**config.mk**
```make
export PLATFORM = sky130hd
export DESIGN_NAME = dr_imem_bridge
export DESIGN_NICKNAME = d
export VERILOG_FILES = /design/src/rtl/dr_bridge_pkg.sv /design/src/rtl/dr_pair_group.sv /design/src/rtl/dr_completion_tree.sv /design/src/rtl/dr_c_hold.sv /design/src/rtl/dr_word_encode.sv /design/src/rtl/dr_imem_bridge.sv
export SDC_FILE = /design/constraint.sdc
export NUM_CORES = 1
export LEC_CHECK = 0
export ABC_CLOCK_PERIOD_IN_PS = 1200
export CORE_MARGIN = 2
export CORE_UTILIZATION = 25
export DETAILED_ROUTE_END_ITERATION = 12
export DONT_BUFFER_PORTS = 1
export GPL_ROUTABILITY_DRIVEN = 0
export PLACE_DENSITY = 0.47
export SLEW_MARGIN = 10
export SYNTH_ARGS = -nofsm -noshare
export SYNTH_HDL_FRONTEND = slang
export SYNTH_SLANG_ARGS = --single-unit
```
**constraint.sdc**
```tcl
create_clock -name clk_i -period 1.2 [get_ports clk_i]
set_input_delay 0.24 -clock clk_i [delete_from_list [all_inputs] [get_ports clk_i]]
set_output_delay 0.24 -clock clk_i [all_outputs]
set_load 0.005 [all_outputs]
```
**src/rtl/dr_bridge_pkg.sv**
```systemverilog
package dr_bridge_pkg;
   // Smaller of two integers, used to size the last partial group.
   function automatic int dr_min(input int a, input int b);
      return (a < b) ? a : b;
   endfunction

   // Number of groups needed to cover a width.
   function automatic int dr_groups(input int width, input int grp);
      return (width + grp - 1) / grp;
   endfunction

   // Completion flags reported by a group of rail pairs.
   typedef struct packed {
      logic all_valid;
      logic all_empty;
   } dr_done_t;
endpackage

```
**src/rtl/dr_pair_group.sv**
```systemverilog
module dr_pair_group #(
   parameter int GW = 4
) (
   input  logic [GW-1:0] rail_t_i,
   input  logic [GW-1:0] rail_f_i,
   output dr_bridge_pkg::dr_done_t done_o
);
   if (GW < 1) begin : g_bad_gw
      $error("dr_pair_group: GW must be at least 1");
   end

   logic [GW-1:0] pair_valid;
   logic [GW-1:0] pair_empty;

   for (genvar b = 0; b < GW; b++) begin : g_pair
      // exactly one rail high marks a code word, both low mark a spacer
      assign pair_valid[b] = rail_t_i[b] ^ rail_f_i[b];
      assign pair_empty[b] = ~(rail_t_i[b] | rail_f_i[b]);
   end

   assign done_o.all_valid = &pair_valid;
   assign done_o.all_empty = &pair_empty;
endmodule

```
**src/rtl/dr_completion_tree.sv**
```systemverilog
module dr_completion_tree #(
   parameter int W       = 8,
   parameter int GROUP_W = 4
) (
   input  logic [W-1:0] rail_t_i,
   input  logic [W-1:0] rail_f_i,
   output logic         set_o,
   output logic         clr_o
);
   import dr_bridge_pkg::*;

   localparam int NGRP = dr_groups(W, GROUP_W);

   if (GROUP_W < 1) begin : g_bad_grp
      $error("dr_completion_tree: GROUP_W must be at least 1");
   end

   logic [NGRP-1:0] grp_valid;
   logic [NGRP-1:0] grp_empty;

   if (GROUP_W >= W) begin : g_flat
      dr_done_t flat_done;
      dr_pair_group #(.GW(W)) u_grp (
         .rail_t_i (rail_t_i),
         .rail_f_i (rail_f_i),
         .done_o   (flat_done)
      );
      assign grp_valid = flat_done.all_valid;
      assign grp_empty = flat_done.all_empty;
   end else begin : g_tree
      for (genvar g = 0; g < NGRP; g++) begin : g_leaf
         localparam int LO = g * GROUP_W;
         localparam int GW = dr_min(LO + GROUP_W, W) - LO;
         dr_done_t leaf_done;
         dr_pair_group #(.GW(GW)) u_grp (
            .rail_t_i (rail_t_i[LO +: GW]),
            .rail_f_i (rail_f_i[LO +: GW]),
            .done_o   (leaf_done)
         );
         assign grp_valid[g] = leaf_done.all_valid;
         assign grp_empty[g] = leaf_done.all_empty;
      end
   end

   // root of the tree: every group must agree
   assign set_o = &grp_valid;
   assign clr_o = &grp_empty;
endmodule

```
**src/rtl/dr_c_hold.sv**
```systemverilog
module dr_c_hold (
   input  logic clk_i,
   input  logic rst_ni,
   input  logic set_i,
   input  logic clr_i,
   output logic q_o
);
   logic state_q;

   // hysteresis: move only when all inputs agree, otherwise keep
   always_ff @(posedge clk_i or negedge rst_ni) begin
      if (!rst_ni) begin
         state_q <= 1'b0;
      end else if (set_i) begin
         state_q <= 1'b1;
      end else if (clr_i) begin
         state_q <= 1'b0;
      end
   end

   assign q_o = state_q;
endmodule

```
**src/rtl/dr_word_encode.sv**
```systemverilog
module dr_word_encode #(
   parameter int BYTE_W = 8
) (
   input  logic                  strobe_i,
   input  logic [BYTE_W-1:0]     hi_i,
   input  logic [BYTE_W-1:0]     lo_i,
   output logic [2*BYTE_W-1:0]   word_t_o,
   output logic [2*BYTE_W-1:0]   word_f_o
);
   localparam int WW = 2 * BYTE_W;

   logic [WW-1:0] word;
   assign word = {hi_i, lo_i};

   for (genvar b = 0; b < WW; b++) begin : g_bit
      // strobe low forces the spacer on both rails
      assign word_t_o[b] = strobe_i &  word[b];
      assign word_f_o[b] = strobe_i & ~word[b];
   end
endmodule

```
**src/rtl/dr_imem_bridge.sv**
```systemverilog
module dr_imem_bridge #(
   parameter int ADDR_W  = 8,
   parameter int BYTE_W  = 8,
   parameter int GROUP_W = 4
) (
   input  logic                  clk_i,
   input  logic                  rst_ni,
   input  logic [ADDR_W-1:0]     addr_t_i,
   input  logic [ADDR_W-1:0]     addr_f_i,
   input  logic                  fetch_en_i,
   output logic [ADDR_W-1:0]     mem_addr_o,
   output logic                  mem_en_no,
   output logic                  mem_strobe_o,
   input  logic [BYTE_W-1:0]     mem_hi_i,
   input  logic [BYTE_W-1:0]     mem_lo_i,
   output logic [2*BYTE_W-1:0]   instr_t_o,
   output logic [2*BYTE_W-1:0]   instr_f_o
);
   if (ADDR_W < 1) begin : g_bad_addr
      $error("dr_imem_bridge: ADDR_W must be at least 1");
   end
   if (BYTE_W < 1) begin : g_bad_byte
      $error("dr_imem_bridge: BYTE_W must be at least 1");
   end

   logic set_w;
   logic clr_w;
   logic strobe_w;

   assign mem_addr_o = addr_t_i;
   assign mem_en_no  = ~fetch_en_i;

   dr_completion_tree #(.W(ADDR_W), .GROUP_W(GROUP_W)) u_tree (
      .rail_t_i (addr_t_i),
      .rail_f_i (addr_f_i),
      .set_o    (set_w),
      .clr_o    (clr_w)
   );

   dr_c_hold u_cel (
      .clk_i  (clk_i),
      .rst_ni (rst_ni),
      .set_i  (set_w),
      .clr_i  (clr_w),
      .q_o    (strobe_w)
   );

   assign mem_strobe_o = strobe_w;

   dr_word_encode #(.BYTE_W(BYTE_W)) u_enc (
      .strobe_i (strobe_w),
      .hi_i     (mem_hi_i),
      .lo_i     (mem_lo_i),
      .word_t_o (instr_t_o),
      .word_f_o (instr_f_o)
   );
endmodule

```
==> impl_metrics.toml <==
[power_and_ir_drop]
power_density_nw_per_um2 = 661
peakVddDrop_uv = 436
power_leakage_nw = 0.314

[detailed_routing]
wl_um = 951
drtAntennaViolNets = 0
top_layer = "met3"
num_vias = 440
wire_per_inst_um = 10.2
drt-initial-drc-count = 5
vias_per_cell = 4.73
wl_met3_um = 147
met2_wirelength_um = 492
wl_met1_um = 312
route.detailed.drc = 0
dr.pass1.iters = 3

[finish]
largest_reg_flops = 1
final_common_cell = "inv_1"
final_core_utilization_pct = 25.7
fin_area_um2 = 504
diodes = 0
drive_gt1_share_pct = 1.52
nNetsFinal = 111
final_cell_mix = "inv_1 (17), and2_1 (16), and2b_1 (13)"
area_delta_synth_final_pct = -2.18

[sta]
max_slew_margin_pct = 90.8
hold_viol = 0
period_share_pct = 79.0
setup_violations = 0
clock_skew_ns = 0
max_freq_ghz = 1.06
period_needed_ns = 0.948
slew_viol_final = 0
rsz0062_at_grt = "false"
hold_ws_ns = 0.461
finalSetupTns_ns = 0
tightestPinTransition_ns = 0.138
setup_ws_ns = 0.252

[synthesis]
netlist_area_um2 = 515
yosysWarnings = 0
syn_inst = 75
synth_fa_ha_area_share_pct = 19.4
seq_area_frac_synth_pct = 4.85
synth_cell_type_count = 12
synth_top_family_by_area = "simple AND/OR/NAND/NOR gates"
ys_ff_latch = 1
syn_avg_cell_area_um2 = 6.87
synth_xor_area_share_pct = 0
synth_compound_area_share_pct = 1.94
syn_nets = 118
synth-simple-area-share_pct = 46.8
muxShareOfSynthArea_pct = 0

[worst_setup_path]
critical_path.cell_chain = "buf_12, and2b_1"
crit_type = "reg -> out"
path_delay_family = "flip-flops"
cpPeakStageDelay_ns = 0.37
critPathRequiredTime_ns = 0.96
r2r_slack_ns = 0.39
arrival_ns = 0.71
critPathMaxFanout = 34
cp_slowest_cell = "dfrtp_1"
endpoint_kind = "output pin"
cp.buffers_inverters = 1
critPathLaunchType = "register"

[grt]
grt_pass1_vias = 382
grt_pass1_wl_um = 1320
antenna_found_initial = 0
grt_max_degree = 35
grt.total_usage_pct = 6.49
grt.overflow.total = 0

[floorplan]
dieArea_um2 = 2440
pin_count = 77
initial_utilization_pct = 26.3
die_y_um = 49.4
die_w_um = 49.4
placementRows = 16
core_um2 = 1960

[flow_run]
drv_cap = 0

[hold_path]
hp-class = "in -> async"

[place]
numPortBuffers = 0
place_ws_ns = 0.252
dpl_cell_area_um2 = 494

[clocking]
clkTransAtPathRegs_ns = 0
clk_latency_ns = 0
post_cts_buffers = 0

[run_status]
outcome = "finished, final reports clean"
## logic make-up (layout without fill, tap and decap cells)
logic type,count (synthesis),after routing
DFF,1,1
AOI/OAI and AO/OA,2,2
and+or+nand+nor,36,36
buffers and inverters,28,19
adders and majority gates,8,8
## what timing repair did
action,in CTS,in global routing
hold endpoints to repair,1,0
gates resized for setup,0,0
hold buffers,1,0
## routing by layer
| layer | global-route usage, % | vias to the layer above |
|---|---|---|
| met3 | 0.920 | 0 |
| li1 | - | 198 |
| met2 | 14.6 | 51 |
| met5 | 0 | - |
| met4 | 0.926 | 0 |
| met1 | 5.89 | 191 |
## power by group
group	switching, W	leakage, nW	internal, W	total [W]
combinational	0.000146	0.301	0.000137	0.000283
sequential	0.00000678	0.0132	0.0000434	0.0000501
clock	0	0	0	0
## layout make-up
class	instances	area, um^2
fill	221	1460
inverter	17	63.8
multi-input combinational	46	352
sequential	1	25.0
tap	27	33.8
timing repair buffer	2	30.0
## stage by stage
stage / power [W] / instances
6_report: 0.000333 / 93
5_1_grt: 0.000372 / 93
4_1_cts: 0.000342 / 93
3_5_place_dp: 0.000340 / 92
3_3_place_gp: 0.000334 / 92
2_1_floorplan: 0.000303 / 75
## synth_stat cells
cell type | count | area share, %
inv_1 | 17 | 12
o21ai_1 | 1 | 0.97
buf_4 | 8 | 12
and2_1 | 16 | 19
dfrtp_1 | 1 | 4.9
nor2b_1 | 3 | 3.6
ha_1 | 8 | 19
and2b_1 | 13 | 19
o21ai_0 | 1 | 0.97
buf_2 | 2 | 1.9
clkbuf_2 | 1 | 0.97
nand4_1 | 4 | 4.9
## final timing paths
| check | startpoint | endpoint | cells past startpoint |
|---|---|---|---|
| max | u_cel.q_o$_DFFE_PN0P_ | instr_f_o[5] | 2 |
| min | rst_ni | u_cel.q_o$_DFFE_PN0P_ | 1 |
| max reg2reg | u_cel.q_o$_DFFE_PN0P_ | u_cel.q_o$_DFFE_PN0P_ | 3 |
| min reg2reg | u_cel.q_o$_DFFE_PN0P_ | u_cel.q_o$_DFFE_PN0P_ | 3 |
| max in group asynchronous | rst_ni | u_cel.q_o$_DFFE_PN0P_ | 1 |
| min in group clk_i | addr_t_i[7] | mem_addr_o[7] | 0 |
No activity file was read; power rests on OpenSTA's default activity.
